## src/rtl/sra_pkg.sv

```systemverilog
package sra_pkg;

  // One-bit full adder, sum output
  function automatic logic fa_sum(input logic a, input logic b, input logic c);
    return a ^ b ^ c;
  endfunction

  // One-bit full adder, carry output (majority of the three inputs)
  function automatic logic fa_carry(input logic a, input logic b, input logic c);
    return (a & b) | (a & c) | (b & c);
  endfunction

  // Weight polarity from the low bits: a mismatch means the product was inverted
  function automatic logic weight_negative(input logic act_lsb, input logic prod_lsb);
    return act_lsb ^ prod_lsb;
  endfunction

  // Signed overflow of a ripple sum: carry into the top stage differs from carry out
  function automatic logic signed_overflow(input logic carry_into_msb, input logic carry_out);
    return carry_into_msb ^ carry_out;
  endfunction

endpackage

```

## src/rtl/sra_sign_detect.sv

```systemverilog
module sra_sign_detect (
  input  logic act_lsb,
  input  logic prod_lsb,
  output logic neg
);
  import sra_pkg::*;

  always_comb begin
    neg = weight_negative(act_lsb, prod_lsb);
  end
endmodule

```

## src/rtl/sra_term_former.sv

```systemverilog
module sra_term_former #(
  parameter int ACT_W = 6,
  parameter int ACC_W = 8
) (
  input  logic [ACT_W-1:0] prod,
  input  logic             neg,
  output logic [ACC_W-1:0] term,
  output logic             cin
);
  localparam int EXT_W = ACC_W - ACT_W;

  // The upper bits are the inversion of the zero extension: ones for a
  // negative weight, zeros for a positive one.
  generate
    if (EXT_W > 0) begin : g_extend
      always_comb begin
        term = {{EXT_W{neg}}, prod};
      end
    end else begin : g_trunc
      always_comb begin
        term = prod[ACC_W-1:0];
      end
    end
  endgenerate

  // The carry-in supplies the "+1" of the two's-complement negation
  always_comb begin
    cin = neg;
  end
endmodule

```

## src/rtl/sra_ripple_adder.sv

```systemverilog
module sra_ripple_adder #(
  parameter int W = 8
) (
  input  logic [W-1:0] a,
  input  logic [W-1:0] b,
  input  logic         cin,
  output logic [W-1:0] sum,
  output logic         carry_msb_in,
  output logic         carry_out
);
  import sra_pkg::*;

  logic [W:0] chain;

  always_comb begin
    chain[0] = cin;
  end

  // One full adder per bit; the carry ripples from bit 0 upward
  generate
    for (genvar i = 0; i < W; i++) begin : g_stage
      always_comb begin
        sum[i]     = fa_sum(a[i], b[i], chain[i]);
        chain[i+1] = fa_carry(a[i], b[i], chain[i]);
      end
    end
  endgenerate

  always_comb begin
    carry_msb_in = chain[W-1];
    carry_out    = chain[W];
  end
endmodule

```

## src/rtl/sra_acc_reg.sv

```systemverilog
module sra_acc_reg #(
  parameter int W = 8
) (
  input  logic         clk,
  input  logic         clr_n,
  input  logic         en,
  input  logic [W-1:0] d,
  input  logic         ovf_in,
  output logic [W-1:0] q,
  output logic         ovf_q
);
  always_ff @(posedge clk or negedge clr_n) begin
    if (!clr_n) begin
      q     <= '0;
      ovf_q <= 1'b0;
    end else if (en) begin
      q     <= d;
      ovf_q <= ovf_q | ovf_in;
    end
  end
endmodule

```

## src/rtl/sign_recover_acc.sv

```systemverilog
module sign_recover_acc #(
  parameter int ACT_W = 6,
  parameter int ACC_W = 8
) (
  input  logic             clk,
  input  logic             clr_n,
  input  logic             in_valid,
  input  logic [ACT_W-1:0] act_in,
  input  logic [ACT_W-1:0] xnor_in,
  output logic [ACC_W-1:0] acc_out,
  output logic             ovf_flag
);
  import sra_pkg::*;

  // Named internal events, visible to the bound checker
  logic             sign_neg;
  logic [ACC_W-1:0] term;
  logic             carry_in;
  logic [ACC_W-1:0] next_sum;
  logic             c_msb_in;
  logic             c_out;
  logic             step_ovf;

  sra_sign_detect u_sign (
    .act_lsb  (act_in[0]),
    .prod_lsb (xnor_in[0]),
    .neg      (sign_neg)
  );

  sra_term_former #(
    .ACT_W (ACT_W),
    .ACC_W (ACC_W)
  ) u_term (
    .prod (xnor_in),
    .neg  (sign_neg),
    .term (term),
    .cin  (carry_in)
  );

  sra_ripple_adder #(
    .W (ACC_W)
  ) u_add (
    .a            (acc_out),
    .b            (term),
    .cin          (carry_in),
    .sum          (next_sum),
    .carry_msb_in (c_msb_in),
    .carry_out    (c_out)
  );

  always_comb begin
    step_ovf = signed_overflow(c_msb_in, c_out);
  end

  sra_acc_reg #(
    .W (ACC_W)
  ) u_reg (
    .clk    (clk),
    .clr_n  (clr_n),
    .en     (in_valid),
    .d      (next_sum),
    .ovf_in (step_ovf),
    .q      (acc_out),
    .ovf_q  (ovf_flag)
  );
endmodule

```

## config.mk

```make
export PLATFORM = sky130hd
export DESIGN_NAME = sign_recover_acc
export DESIGN_NICKNAME = d
export VERILOG_FILES = /design/src/rtl/sra_pkg.sv /design/src/rtl/sra_sign_detect.sv /design/src/rtl/sra_term_former.sv /design/src/rtl/sra_ripple_adder.sv /design/src/rtl/sra_acc_reg.sv /design/src/rtl/sign_recover_acc.sv
export SDC_FILE = /design/constraint.sdc
export NUM_CORES = 1
export LEC_CHECK = 0
export ABC_AREA = 1
export CORE_AREA = 2 2 39 41
export DETAILED_ROUTE_END_ITERATION = 8
export DIE_AREA = 0 0 41 43
export PLACE_DENSITY = 0.88
export SYNTH_ARGS = -nofsm -noshare
export SYNTH_HDL_FRONTEND = slang
export SYNTH_SLANG_ARGS = --single-unit
```

## constraint.sdc

```tcl
create_clock -name clk -period 9 [get_ports clk]
set_clock_uncertainty 0.05 [all_clocks]
set_input_delay 1.35 -clock clk [delete_from_list [all_inputs] [get_ports clk]]
set_output_delay 1.35 -clock clk [all_outputs]
set_load 0.02 [all_outputs]
```

==> run summary <==
=================================================================================
Area of the multi-input gates                                             262 µm²
Leading area contributor after synthesis                                  dfrtp_1
Critical Path, Cell by Cell                                          clkdlybuf4s50_1, nor2_1, a21oi_1, fa_1, inv_1, fa_1, fa_1, fa_1, fa_1, inv_1, fa_1, fa_1, o21ai_1
Row count                                                                      14
Via count of the first global-routing pass                                    433
Routed vias                                                                   437
Top Family by Delay on Critical Path                                  adder cells
Headroom to the max-slew limit                                              71.7%
Data required time of the worst path                                      9.14 ns
Sort of element at the start of the critical path                       input pin
Placed Instances                                                               92
Net total in the final layout                                                 103
Summed instance area of the synthesized netlist                           549 µm²
Most area-consuming cells after synthesis                            dfrtp_1 (41%), fa_1 (26%), nand2_1 (14%)
Total number of clock tree sinks                                                9
Power per standard cell area                                           299 nW/µm²
Leakage power total                                                   0.000381 µW
Final period demand of the worst path                                     4.64 ns
Post-cts hold buffer count                                                      0
Floorplan die height                                                        43 µm
Detail Route Antenna Nets                                                       0
Gr ovfl total                                                                   0
Worst skew pair latency                                                   0.26 ns
CTS tree                                                                      yes
Class of the worst hold path                                              reg2reg
Buffers inserted during post-CTS setup optimization                             0
Post-Synthesis Net Count                                                       81
Total Power                                                                229 µW
DPL Wire Length                                                            811 µm
Input/output buffers                                                           18
Synth warn                                                                      0
Antenna cell count                                                              0
Clock transition at the registers of the reported paths                   0.06 ns
Fin. max-slew vios                                                              0
Tightest Pin Transition                                                  0.422 ns
Root buffer cell                                                         clkbuf_4
Die span in x                                                               41 µm
Gp weighted congestion                                                      0.712
Post-Syn Area per Cell                                                   9.31 µm²
Wire length of the first global-routing pass                              1690 µm
CTS H-tree depth                                                                1
Residual DRC                                                                    0
Number of different library cells in the post-synthesis netlist                11
Routed wirelength normalized by instance count                            10.6 µm
Total routed wirelength                                                   1020 µm
Initial antenna violation count                                                 0
Length of the first detailed-routing pass in iterations                         4
Count of non-filler cells in the finished layout                               96
Number of DRC markers after the initial detailed-route iteration                1
Initial Util                                                                39.7%
Deepest clock path buffer count                                                 2
Area growth from synthesis to layout                                        39.2%
Number of gates resized after cts                                               0
Buf/Inv on CP                                                                   3
Pin count of the biggest net entering global routing                           11
Max-cap violations                                                              0
TritonCTS Buffers                                                               3
Routed vias/inst                                                             4.55
Final period util                                                           51.6%
Area of the placeable core                                               1380 µm²
Fill cell count                                                               128
Cells after Synth                                                              59
CP dominant cell by count                                                    fa_1
Top fanout value on the critical path                                           5
Portion of synthesized cell area occupied by the leading cell type          41.0%
Post-synthesis sequential element count                                         9
Sequential standard cell area                                             225 µm²
Total die area                                                           1760 µm²
Run status                                                           finished, final reports clean
Stage delay of the slowest cell on the critical path                      0.56 ns
Fraction of final layout cells with drive strength greater than 1           5.00%
Maximum resistive drop on vdd                                            0.147 mV
Sort of element at the end of the critical path                         flip-flop
Maximum clock rate                                                        215 MHz
Register area share after synthesis                                         41.0%
Slowest cell on the critical path                                    clkdlybuf4s50_1
Critical path class                                                        in2reg
Finish-stage setup viols                                                        0
Number of ports placed on the die boundary                                     24
Critical path arrival                                                     4.78 ns
RSZ-0062 raised after global routing                                           no
Overall track demand over capacity in global routing                        14.7%
Number of hold violations in the final report                                   0
Final-layout setup total negative slack                                      0 ns
=================================================================================
-- through the flow --
stage / instance area, µm² / hold slack [ns] / worst slack, ns / utilization [%]
floorplan: 549 / 0.524 / 4.83 / -
global placement: 738 / 0.401 / 4.17 / 53.3
detailed placement: 738 / 0.400 / 4.07 / 53.3
CTS: 764 / 0.416 / 4.34 / 55.2
global route: 764 / 0.459 / 4.16 / 55.2
finish: 764 / 0.411 / 4.36 / 55.2
-- worst min-delay path: cells and delay by family (launching register included) --
family / cells / cell delay (ns)
buffers and inverters: 1 / 0.04
flip-flops: 1 / 0.34
AND/OR/NAND/NOR: 1 / 0.05
-- sequential cells by signal, indices dropped and copies added (netlist names) --
signal       flops
u_reg.q          8
u_reg.ovf_q      1
-- cell families after synthesis --
logic type	count (synthesis)	share of synthesized area (%)
DFF	9	41.0
xor gates and xnor gates	1	1.59
and+or+nand+nor	24	16.9
adders and majority gates	7	25.5
AOI/OAI and AO/OA	4	3.64
buffers and inverters	14	11.4
-- cell usage in the layout (no fill, tap or decap), drive strengths merged --
cell / count
a21oi: 1
clkbuf: 4
clkdlybuf4s50: 18
dfrtp: 9
fa: 7
inv: 13
nand2: 21
nand3: 2
nor2: 1
o21ai: 3
xnor2: 1
-- where the power goes --
part           switching, µW  total, µW  internal [µW]
Sequential              14.8       72.0           57.2
Combinational           65.3        126           60.8
Clock                   13.8       30.9           17.1
-- synth_stat cells --
cell,number
inv_4,1
o21ai_1,3
inv_1,12
buf_6,1
xnor2_1,1
fa_1,7
dfrtp_1,9
nand3_1,2
a21oi_1,1
nor2_1,1
nand2_1,21
-- routing by layer --
layer  GRT usage (%)  vias to the layer above  wire length (µm)  share of wire (%)
met5               0                        -                 0                  0
met4            10.0                        0                 5               0.49
met1            18.2                      210               409                 40
met2            21.9                       12               537                 53
met3            3.14                        2                63                6.2
li1                -                      213                 -                  -
-- cell type report --
type | count | share of cell area [%]
clock buffers | 4 | 3.44
repair buffers | 18 | 23.6
well taps | 16 | 2.62
multi-input cells | 36 | 34.2
flip-flops and latches | 9 | 29.5
inverters | 13 | 6.71
-- worst paths after layout --
| kind | startpoint | endpoint | slack, ns | cells after the start |
|---|---|---|---|---|
| min in group asynchronous | clr_n | u_reg.q[7] | 1.34 | 1 |
| worst min register to register | u_reg.ovf_q | u_reg.ovf_q | 0.41 | 2 |
| worst max-delay path | act_in[0] | u_reg.q[7] | 4.36 | 13 |
| worst min-delay path | u_reg.ovf_q | u_reg.ovf_q | 0.41 | 2 |
| max in group asynchronous | clr_n | u_reg.q[5] | 7.26 | 1 |
| worst max register to register | u_reg.q[0] | u_reg.q[7] | 5.64 | 11 |
No activity file was read; power rests on OpenSTA's default activity.
